`config.mk`:
```
export PLATFORM = sky130hd
export DESIGN_NAME = rr_result_aggregator
export DESIGN_NICKNAME = d
export VERILOG_FILES = /design/src/rtl/rra_pkg.sv /design/src/rtl/agg_pending_bank.sv /design/src/rtl/agg_poll_seq.sv /design/src/rtl/agg_pass_ctr.sv /design/src/rtl/rr_result_aggregator.sv
export SDC_FILE = /design/constraint.sdc
export NUM_CORES = 1
export LEC_CHECK = 0
export BUFFER_PORTS_ARGS = -buffer_cell sky130_fd_sc_hd__buf_2
export CAP_MARGIN = 5
export CORE_MARGIN = 5
export CORE_UTILIZATION = 40
export CTS_CLUSTER_DIAMETER = 80
export DETAILED_ROUTE_END_ITERATION = 10
export GPL_TIMING_DRIVEN = 0
export HOLD_SLACK_MARGIN = 0.1
export PLACE_DENSITY = 0.76
export SLEW_MARGIN = 5
export SYNTH_ARGS = -nofsm -noshare
export SYNTH_HDL_FRONTEND = slang
export SYNTH_SLANG_ARGS = --single-unit
```
`constraint.sdc`:
```
create_clock -name clk -period 5.2 [get_ports clk]
set_input_delay 0.26 -clock clk [delete_from_list [all_inputs] [get_ports clk]]
set_output_delay 0.26 -clock clk [all_outputs]
set_load 0.05 [all_outputs]
```
`src/rtl/rra_pkg.sv`:
```
package rra_pkg;

  typedef enum logic [1:0] {
    SEQ_WAIT,
    SEQ_LOAD,
    SEQ_WRITE,
    SEQ_ACK
  } seq_state_t;

endpackage

```
`src/rtl/agg_pending_bank.sv`:
```
module agg_pending_bank #(
  parameter int NUM_UNITS = 3
) (
  input  logic                 clk,
  input  logic                 rst_n,
  input  logic [NUM_UNITS-1:0] res_new,
  input  logic [NUM_UNITS-1:0] ack,
  output logic [NUM_UNITS-1:0] pending,
  output logic [NUM_UNITS-1:0] overrun
);

  for (genvar u = 0; u < NUM_UNITS; u++) begin : g_unit
    always_ff @(posedge clk) begin
      if (!rst_n)           pending[u] <= 1'b0;
      else if (res_new[u])  pending[u] <= 1'b1;
      else if (ack[u])      pending[u] <= 1'b0;
    end

    assign overrun[u] = res_new[u] & pending[u] & ~ack[u];

    // an acknowledge is only ever given to a unit with a pending result
    assert_ack_pending_R6: assert property (@(posedge clk) disable iff (!rst_n)
      ack[u] |-> pending[u]);

    // an overrun keeps the single pending result alive
    assert_overrun_keeps_R7: assert property (@(posedge clk) disable iff (!rst_n)
      overrun[u] |=> pending[u]);
  end

endmodule

```
`src/rtl/agg_poll_seq.sv`:
```
module agg_poll_seq import rra_pkg::*; #(
  parameter int NUM_UNITS = 3,
  parameter int NUM_LANES = 4,
  parameter int UNIT_W    = 2,
  parameter int LANE_W    = 2
) (
  input  logic                 clk,
  input  logic                 rst_n,
  input  logic [NUM_UNITS-1:0] pending,
  output logic [UNIT_W-1:0]    cur_unit,
  output logic [LANE_W-1:0]    cur_lane,
  output logic                 wr_en,
  output logic [NUM_UNITS-1:0] ack,
  output logic                 row_done
);

  localparam logic [UNIT_W-1:0] LAST_UNIT = UNIT_W'(NUM_UNITS - 1);
  localparam logic [LANE_W-1:0] LAST_LANE = LANE_W'(NUM_LANES - 1);

  seq_state_t state;

  function automatic logic [UNIT_W-1:0] next_unit(input logic [UNIT_W-1:0] u);
    return (u == LAST_UNIT) ? '0 : u + 1'b1;
  endfunction

  always_ff @(posedge clk) begin
    if (!rst_n) begin
      state    <= SEQ_WAIT;
      cur_unit <= '0;
      cur_lane <= '0;
    end else begin
      unique case (state)
        SEQ_WAIT:  if (pending[cur_unit]) state <= SEQ_LOAD;
        SEQ_LOAD: begin
          cur_lane <= '0;
          state    <= SEQ_WRITE;
        end
        SEQ_WRITE: begin
          if (cur_lane == LAST_LANE) state <= SEQ_ACK;
          else cur_lane <= cur_lane + 1'b1;
        end
        SEQ_ACK: begin
          cur_unit <= next_unit(cur_unit);
          cur_lane <= '0;
          state    <= SEQ_WAIT;
        end
        default: state <= SEQ_WAIT;
      endcase
    end
  end

  assign wr_en    = (state == SEQ_WRITE);
  assign row_done = (state == SEQ_ACK) && (cur_unit == LAST_UNIT);

  for (genvar u = 0; u < NUM_UNITS; u++) begin : g_ack
    assign ack[u] = (state == SEQ_ACK) && (cur_unit == UNIT_W'(u));
  end

  // at most one unit is acknowledged at a time
  assert_ack_onehot_R6: assert property (@(posedge clk) disable iff (!rst_n)
    $onehot0(ack));

  // acknowledge follows the final lane write
  assert_ack_after_burst_R6: assert property (@(posedge clk) disable iff (!rst_n)
    (|ack) |-> ($past(wr_en) && $past(cur_lane) == LAST_LANE));

  // writes only happen for the awaited unit while it is pending
  assert_write_pending_R2: assert property (@(posedge clk) disable iff (!rst_n)
    wr_en |-> pending[cur_unit]);

  // lanes after the first follow a write on the previous cycle
  assert_lane_chain_R3: assert property (@(posedge clk) disable iff (!rst_n)
    (wr_en && cur_lane != '0) |-> ($past(wr_en) && $past(cur_lane) + 1'b1 == cur_lane));

  // the served unit stays on the read path through the burst
  assert_unit_hold_R3: assert property (@(posedge clk) disable iff (!rst_n)
    wr_en |=> $stable(cur_unit));

endmodule

```
`src/rtl/agg_pass_ctr.sv`:
```
module agg_pass_ctr #(
  parameter int ROW_W     = 8,
  parameter int NUM_ROWS  = 256,
  parameter int STEP_W    = 6,
  parameter int NUM_STEPS = 45
) (
  input  logic              clk,
  input  logic              rst_n,
  input  logic              row_done,
  output logic [ROW_W-1:0]  row,
  output logic [STEP_W-1:0] step,
  output logic              next_angle
);

  localparam logic [ROW_W-1:0]  LAST_ROW  = ROW_W'(NUM_ROWS - 1);
  localparam logic [STEP_W-1:0] LAST_STEP = STEP_W'(NUM_STEPS - 1);

  logic pass_end;
  assign pass_end = row_done && (row == LAST_ROW);

  always_ff @(posedge clk) begin
    if (!rst_n) begin
      row        <= '0;
      step       <= '0;
      next_angle <= 1'b0;
    end else begin
      next_angle <= pass_end;
      if (row_done) begin
        if (pass_end) begin
          row  <= '0;
          step <= (step == LAST_STEP) ? '0 : step + 1'b1;
        end else begin
          row <= row + 1'b1;
        end
      end
    end
  end

  // the step index only moves together with the next-angle pulse
  assert_step_moves_R8: assert property (@(posedge clk) disable iff (!rst_n)
    !$stable(step) |-> next_angle);

  // a new pass always begins on row 0
  assert_pass_row_zero_R9: assert property (@(posedge clk) disable iff (!rst_n)
    next_angle |-> row == '0);

endmodule

```
`src/rtl/rr_result_aggregator.sv`:
```
module rr_result_aggregator #(
  parameter int NUM_UNITS = 3,
  parameter int NUM_LANES = 4,
  parameter int RES_W     = 24,
  parameter int ROW_W     = 8,
  parameter int NUM_ROWS  = 256,
  parameter int STEP_W    = 6,
  parameter int NUM_STEPS = 45,
  localparam int UNIT_W   = (NUM_UNITS > 1) ? $clog2(NUM_UNITS) : 1,
  localparam int LANE_W   = $clog2(NUM_LANES),
  localparam int ADDR_W   = UNIT_W + STEP_W + LANE_W + ROW_W
) (
  input  logic                 clk,
  input  logic                 rst_n,
  input  logic [NUM_UNITS-1:0] res_new,
  output logic [NUM_UNITS-1:0] unit_ack,
  output logic [NUM_UNITS-1:0] overrun,
  output logic [UNIT_W-1:0]    rd_unit,
  output logic [LANE_W-1:0]    rd_lane,
  input  logic [RES_W-1:0]     rd_data,
  output logic                 mem_we,
  output logic [ADDR_W-1:0]    mem_addr,
  output logic [RES_W-1:0]     mem_wdata,
  output logic                 next_angle
);

  logic [NUM_UNITS-1:0] pending;
  logic [UNIT_W-1:0]    cur_unit;
  logic [LANE_W-1:0]    cur_lane;
  logic                 row_done;
  logic [ROW_W-1:0]     row;
  logic [STEP_W-1:0]    step;

  function automatic logic [ADDR_W-1:0] form_addr(
    input logic [UNIT_W-1:0] u,
    input logic [STEP_W-1:0] s,
    input logic [LANE_W-1:0] l,
    input logic [ROW_W-1:0]  r
  );
    return {u, s, l, r};
  endfunction

  agg_pending_bank #(.NUM_UNITS(NUM_UNITS)) u_pend (
    .clk     (clk),
    .rst_n   (rst_n),
    .res_new (res_new),
    .ack     (unit_ack),
    .pending (pending),
    .overrun (overrun)
  );

  agg_poll_seq #(
    .NUM_UNITS (NUM_UNITS),
    .NUM_LANES (NUM_LANES),
    .UNIT_W    (UNIT_W),
    .LANE_W    (LANE_W)
  ) u_seq (
    .clk      (clk),
    .rst_n    (rst_n),
    .pending  (pending),
    .cur_unit (cur_unit),
    .cur_lane (cur_lane),
    .wr_en    (mem_we),
    .ack      (unit_ack),
    .row_done (row_done)
  );

  agg_pass_ctr #(
    .ROW_W     (ROW_W),
    .NUM_ROWS  (NUM_ROWS),
    .STEP_W    (STEP_W),
    .NUM_STEPS (NUM_STEPS)
  ) u_pass (
    .clk        (clk),
    .rst_n      (rst_n),
    .row_done   (row_done),
    .row        (row),
    .step       (step),
    .next_angle (next_angle)
  );

  assign rd_unit   = cur_unit;
  assign rd_lane   = cur_lane;
  assign mem_wdata = rd_data;
  assign mem_addr  = form_addr(cur_unit, step, cur_lane, row);

  // next-angle request directly follows the last unit's acknowledge
  assert_angle_after_last_R8: assert property (@(posedge clk) disable iff (!rst_n)
    next_angle |-> $past(unit_ack[NUM_UNITS-1]));

  // nothing is written or acknowledged while in reset
  assert_reset_quiet_R1: assert property (@(posedge clk)
    !rst_n |-> (!mem_we && unit_ack == '0 && !next_angle));

endmodule

```
# == Word-level counts from Yosys, hierarchy flattened ==
# Cells that the tools add are included.
# totals
register_bits,24
inputBits,29
output_inout_bits,54
# classes
n_addsub,4
n_lt_le_gt_ge,1
n_eq_ne,11
muxes,16
n_bitwise,9
n_reduce_logical,14
# op_table
cell,count
$add A8 B1 Y8 const B,1
$eq A2 B2 Y1 const B,4
$eq A8 B8 Y1 const B,1
$mux W2,4
$mux W8,1
$pmux W2 S4,1
$reduce_bool A2 Y1,4
$mux W1,7
$add A6 B1 Y6 const B,1
$and A1 B1 Y1,6
$eq A6 B6 Y1 const B,1
$mux W6,1
$reduce_and A2 Y1,3
$add A2 B1 Y2 const B,2
$eq A2 B1 Y1 const B,2
$logic_and A1 B1 Y1,4
$logic_not A2 Y1,2
$ne A2 B1 Y1 const B,2
$pmux W2 S2,1
$lt A2 B3 Y1 const B,1
$not A1 Y1,3
$bmux W1 S2,1
$ne A2 B2 Y1 const B,1
$reduce_or A2 Y1,1

# == Logic depth before layout (Yosys ltp) ==
# depth
depth_word,4
mapped_depth,6
ltp_nobuf,6

# == Hierarchy ==
# Synthesis repeated with hierarchy kept, for this count alone.
# unflattened
hier_cells,166
hier_area_um2,1497.7
# by_module_without_submodules
mod,instances,cells_each,area_each_um2,seq_area_each_um2
agg_pass_ctr,1,79,716.9,300.3
agg_poll_seq,1,47,427.9,120.1
rr_result_aggregator,1,28,210.2,0.0
agg_pending_bank,1,12,142.6,60.1

# == Worst setup path after synthesis ==
# No wires, ideal clock.
# synth_timing
kind,register -> output
startpoint,register u_seq.state[0]
endpoint,output overrun[0]
arrival_ps,2405
required_time_ps,4940
slack_ps,2535
path_stages_with_launch,5
cell_sequence,dfxtp_1 > ha_1 > nor3b_1 > nor2b_1 > and2_1
# synth_between
elab_chain_cells,4
# synth_lines
element,line,source
start: declaration,agg_poll_seq.sv:20,seq_state_t state;
start signal: assignment,agg_poll_seq.sv:28,state <= SEQ_WAIT;
start signal: assignment,agg_poll_seq.sv:33,SEQ_WAIT: if (pending[cur_unit]) state <= SEQ_LOAD;
start signal: assignment,agg_poll_seq.sv:36,state <= SEQ_WRITE;
$eq A2 B2 Y1,agg_poll_seq.sv:56,assign ack[u] = (state == SEQ_ACK) && (cur_unit == UNIT_W'(u));
$logic_and A1 B1 Y1,agg_poll_seq.sv:56,
via unit_ack[0],rr_result_aggregator.sv:16,"output logic [NUM_UNITS-1:0] unit_ack,"
$not A1 Y1,agg_pending_bank.sv:19,assign overrun[u] = res_new[u] & pending[u] & ~ack[u];
$and A1 B1 Y1,agg_pending_bank.sv:19,
end: declaration,rr_result_aggregator.sv:17,"output logic [NUM_UNITS-1:0] overrun,"
# The timed path passes the listed nets, and every way through them passes these cells.

# == Worst setup path in the final report ==
# layout_timing
startpoint,register u_seq.state[0]
endpoint,register u_pass.step[4]
# layout_between
elab_chain_cells,4
# layout_lines
element,line,source
$eq A2 B2 Y1 (*),agg_poll_seq.sv:53,assign row_done = (state == SEQ_ACK) && (cur_unit == LAST_UNIT);
$logic_and A1 B1 Y1 (*),agg_poll_seq.sv:53,
$logic_and A1 B1 Y1,agg_pass_ctr.sv:19,assign pass_end = row_done && (row == LAST_ROW);
$reduce_and A2 Y1 (no source line) (*),-,
end signal: assignment,agg_pass_ctr.sv:31,step <= (step == LAST_STEP) ? '0 : step + 1'b1;
end: declaration,agg_pass_ctr.sv:11,"output logic [STEP_W-1:0] step,"
# Every way passes the cells marked *; elsewhere a longest branch is shown, timed or not.
# A chain may end at the register's enable or synchronous reset.

==> flow_summary.json <==
{
  "status": "complete, no violations",
  "cp_common_cell": "or4_1",
  "finalClockSkew_ps": 3.84,
  "dieArea_um2": 4850,
  "synthTopCellsByCount": "buf_4 (29), dfxtp_1 (24), nand2_1 (14)",
  "p_per_area_nw_per_um2": 311,
  "drtIter0Drc": 38,
  "clkTransAtPathRegs_ps": 130,
  "post-dp-hpwl_um": 2370,
  "crit_slowest_cell": "or4_1",
  "insertion_delay_ps": 310,
  "avgSynthCellArea_um2": 8.67,
  "power_leakage_nw": 0.906,
  "ys_seq_area_frac": 0.338,
  "core_area_um2": 3390,
  "yosys-top-cells-area": "dfxtp_1 (34%), buf_4 (15%), ha_1 (7.0%)",
  "drive_gt1_frac": 0.420,
  "grt_pass1_vias": 1108,
  "wl_per_cell_um": 10.9,
  "initial_utilization": 0.420,
  "synth_area_um2": 1420,
  "power.internal_mw": 0.352,
  "slew_viol_final": 0,
  "share_comb_of_total_power": 0.386,
  "yosysWarnings": 0,
  "cts_sinks": 24,
  "power_frac_seq": 0.377,
  "switching_share": 0.380,
  "syn2layout_area_growth_pct": 28.1,
  "die_x_um": 69.6,
  "end_kind": "register",
  "io_buffers": 58,
  "syn-num-nets": 201,
  "crit_path_start_kind": "register",
  "crit_arrival_ps": 2600,
  "clkPwrFrac": 0.237,
  "cts_made_buffers": 3,
  "clock-root-buffer": "clkbuf_4",
  "synth_ff_type": "dfxtp_1",
  "synth-seq-cells": 24,
  "tns_ps": 0,
  "cp_data_required_time_ps": 5450,
  "antenna_found_initial": 0,
  "cp_cell_sequence": "ha_1, nand3b_1, or4_1, buf_2, or4_1, a21boi_1",
  "min_period_ps": 2350,
  "r2r-start": "u_seq.state[0]",
  "min_period_over_period": 0.452,
  "grtUsageTotal": 0.119,
  "via_per_inst": 4.58,
  "num_antenna_cells": 0,
  "finalHoldViolations": 0,
  "regArea_um2": 480,
  "grt-ovfl-total": 0,
  "syn_inst": 164,
  "rows": 21,
  "r2r_cells": 6,
  "async_flop_share": 0,
  "multi_input_area_um2": 682,
  "synth_area_leader_cell": "dfxtp_1",
  "htreeDepth": 1,
  "ctsHoldBuffers": 0,
  "hold_ws_ps": 157,
  "yosys.cell_types.count": 39,
  "cts_tree": "yes",
  "crit_start": "u_seq.state[0]",
  "postCtsSetupBuffers": 0,
  "grt_pass1_wl_um": 4970,
  "timing.fmax_ghz": 0.426,
  "final_nets": 264,
  "worst_pin_slew_ps": 968,
  "synth.most_common_cell": "buf_4",
  "switchingPower_mw": 0.215,
  "grt_setup_unrepaired": "false",
  "critPathMaxFanout": 9,
  "ir_drop_uv": 146,
  "synth_top_area_share": 0.338,
  "critPathKind": "reg -> reg",
  "dr.pass1.iters": 5,
  "worstHoldStart": "res_new[0]",
  "cp_slowest_stage_delay_ps": 530,
  "vias": 1246,
  "io_pins": 83,
  "grt_max_degree": 15,
  "drcViolationCount": 0,
  "ctsLongestPathBuffers": 2,
  "postRouteAntennaNets": 0,
  "hold_class": "in -> reg",
  "max_cap_violations": 0,
  "fillerInstances": 331,
  "whs_path_depth": 2,
  "setup_viol": 0,
  "die_h_um": 69.6,
  "slew_headroom": 0.349,
  "synth-edff-count": 0,
  "routed_wl_um": 2980,
  "cts-resized-gates": 0,
  "place.gp.congestion": 0.801
}
-- power groups by stage --
| stage | sequential, mW | combinational (mW) | clock, mW |
|---|---|---|---|
| 2_1_floorplan | 0.234 | 0.165 | 0 |
| 3_3_place_gp | 0.218 | 0.218 | 0 |
| 3_5_place_dp | 0.219 | 0.221 | 0 |
| 4_1_cts | 0.215 | 0.222 | 0.139 |
| 5_1_grt | 0.217 | 0.237 | 0.147 |
| 6_report | 0.214 | 0.219 | 0.134 |
-- cells by family (layout without fill, tap and decap cells) --
| group | after synthesis | after routing | synth area share |
|---|---|---|---|
| simple gates | 61 | 61 | 0.241 |
| buf+inv | 40 | 102 | 0.183 |
| flops | 24 | 24 | 0.338 |
| compound gates | 22 | 22 | 0.108 |
| fa+ha+maj | 8 | 8 | 0.0704 |
| xor+xnor | 5 | 5 | 0.0308 |
| mux | 4 | 4 | 0.0290 |
-- worst max-delay path, delay by kind of cell, from the launching register on --
family,cells,cell delay [ps]
simple gates,3,1230
flops,1,430
fa+ha+maj,1,280
buf+inv,1,190
compound gates,1,140
-- layer usage --
layer  vias to the layer above  global-route usage  share of wire
met5                         -                   0              0
met4                         0              0.0191         0.0064
met3                         2              0.0536          0.092
met2                        48               0.199           0.46
met1                       541               0.143           0.45
li1                        655                   -              -
-- cells in the final DEF, fill, tap and decap left out, drive strengths merged, types with 2 or more instances in the layout --
master	synthesis	layout
nor3b	2	2
nor2b	7	7
buf	30	88
nor2	6	6
nand4	3	3
ha	8	8
and3	2	2
nand3	4	4
a21oi	6	6
inv	7	7
and2	7	7
clkbuf	3	6
nand2	14	14
or4	2	2
xnor2	4	4
nand3b	3	3
nor3	4	4
o21a	4	4
a21boi	5	5
dfxtp	24	24
mux2i	3	3
-- registers in the layout, summed over array words and instances (netlist names) --
signal	flops
u_pass.step	6
u_seq.state	2
u_pend.pending	3
u_seq.cur_lane	2
u_pass.next_angle	1
u_seq.cur_unit	2
u_pass.row	8
-- layout make-up --
cell class / count / area share
multi-input cells: 100 / 0.374
flip-flops and latches: 24 / 0.264
repair buffers: 58 / 0.159
plain buffers: 33 / 0.128
well taps: 46 / 0.0316
clock inverters: 1 / 0.0165
inverters: 7 / 0.0144
clock buffers: 3 / 0.0124
-- final timing paths --
kind | endpoint | slack (ps)
hold / removal | u_pend.pending[0] | 160
setup reg to reg | u_pass.step[4] | 2850
hold reg to reg | u_pass.step[3] | 500
setup / recovery | u_pass.step[4] | 2850
-- stage by stage --
stage / instance area (um^2) / util / power (mW) / cells / setup WS (ps)
2_1_floorplan: 1420 / - / 0.399 / 164 / 2530
3_3_place_gp: 1770 / 0.522 / 0.435 / 268 / 2940
3_5_place_dp: 1770 / 0.522 / 0.440 / 268 / 2880
4_1_cts: 1820 / 0.538 / 0.575 / 272 / 2830
5_1_grt: 1820 / 0.538 / 0.601 / 272 / 2700
6_report: 1820 / 0.538 / 0.567 / 272 / 2850
(Power assumes the default switching activity.)
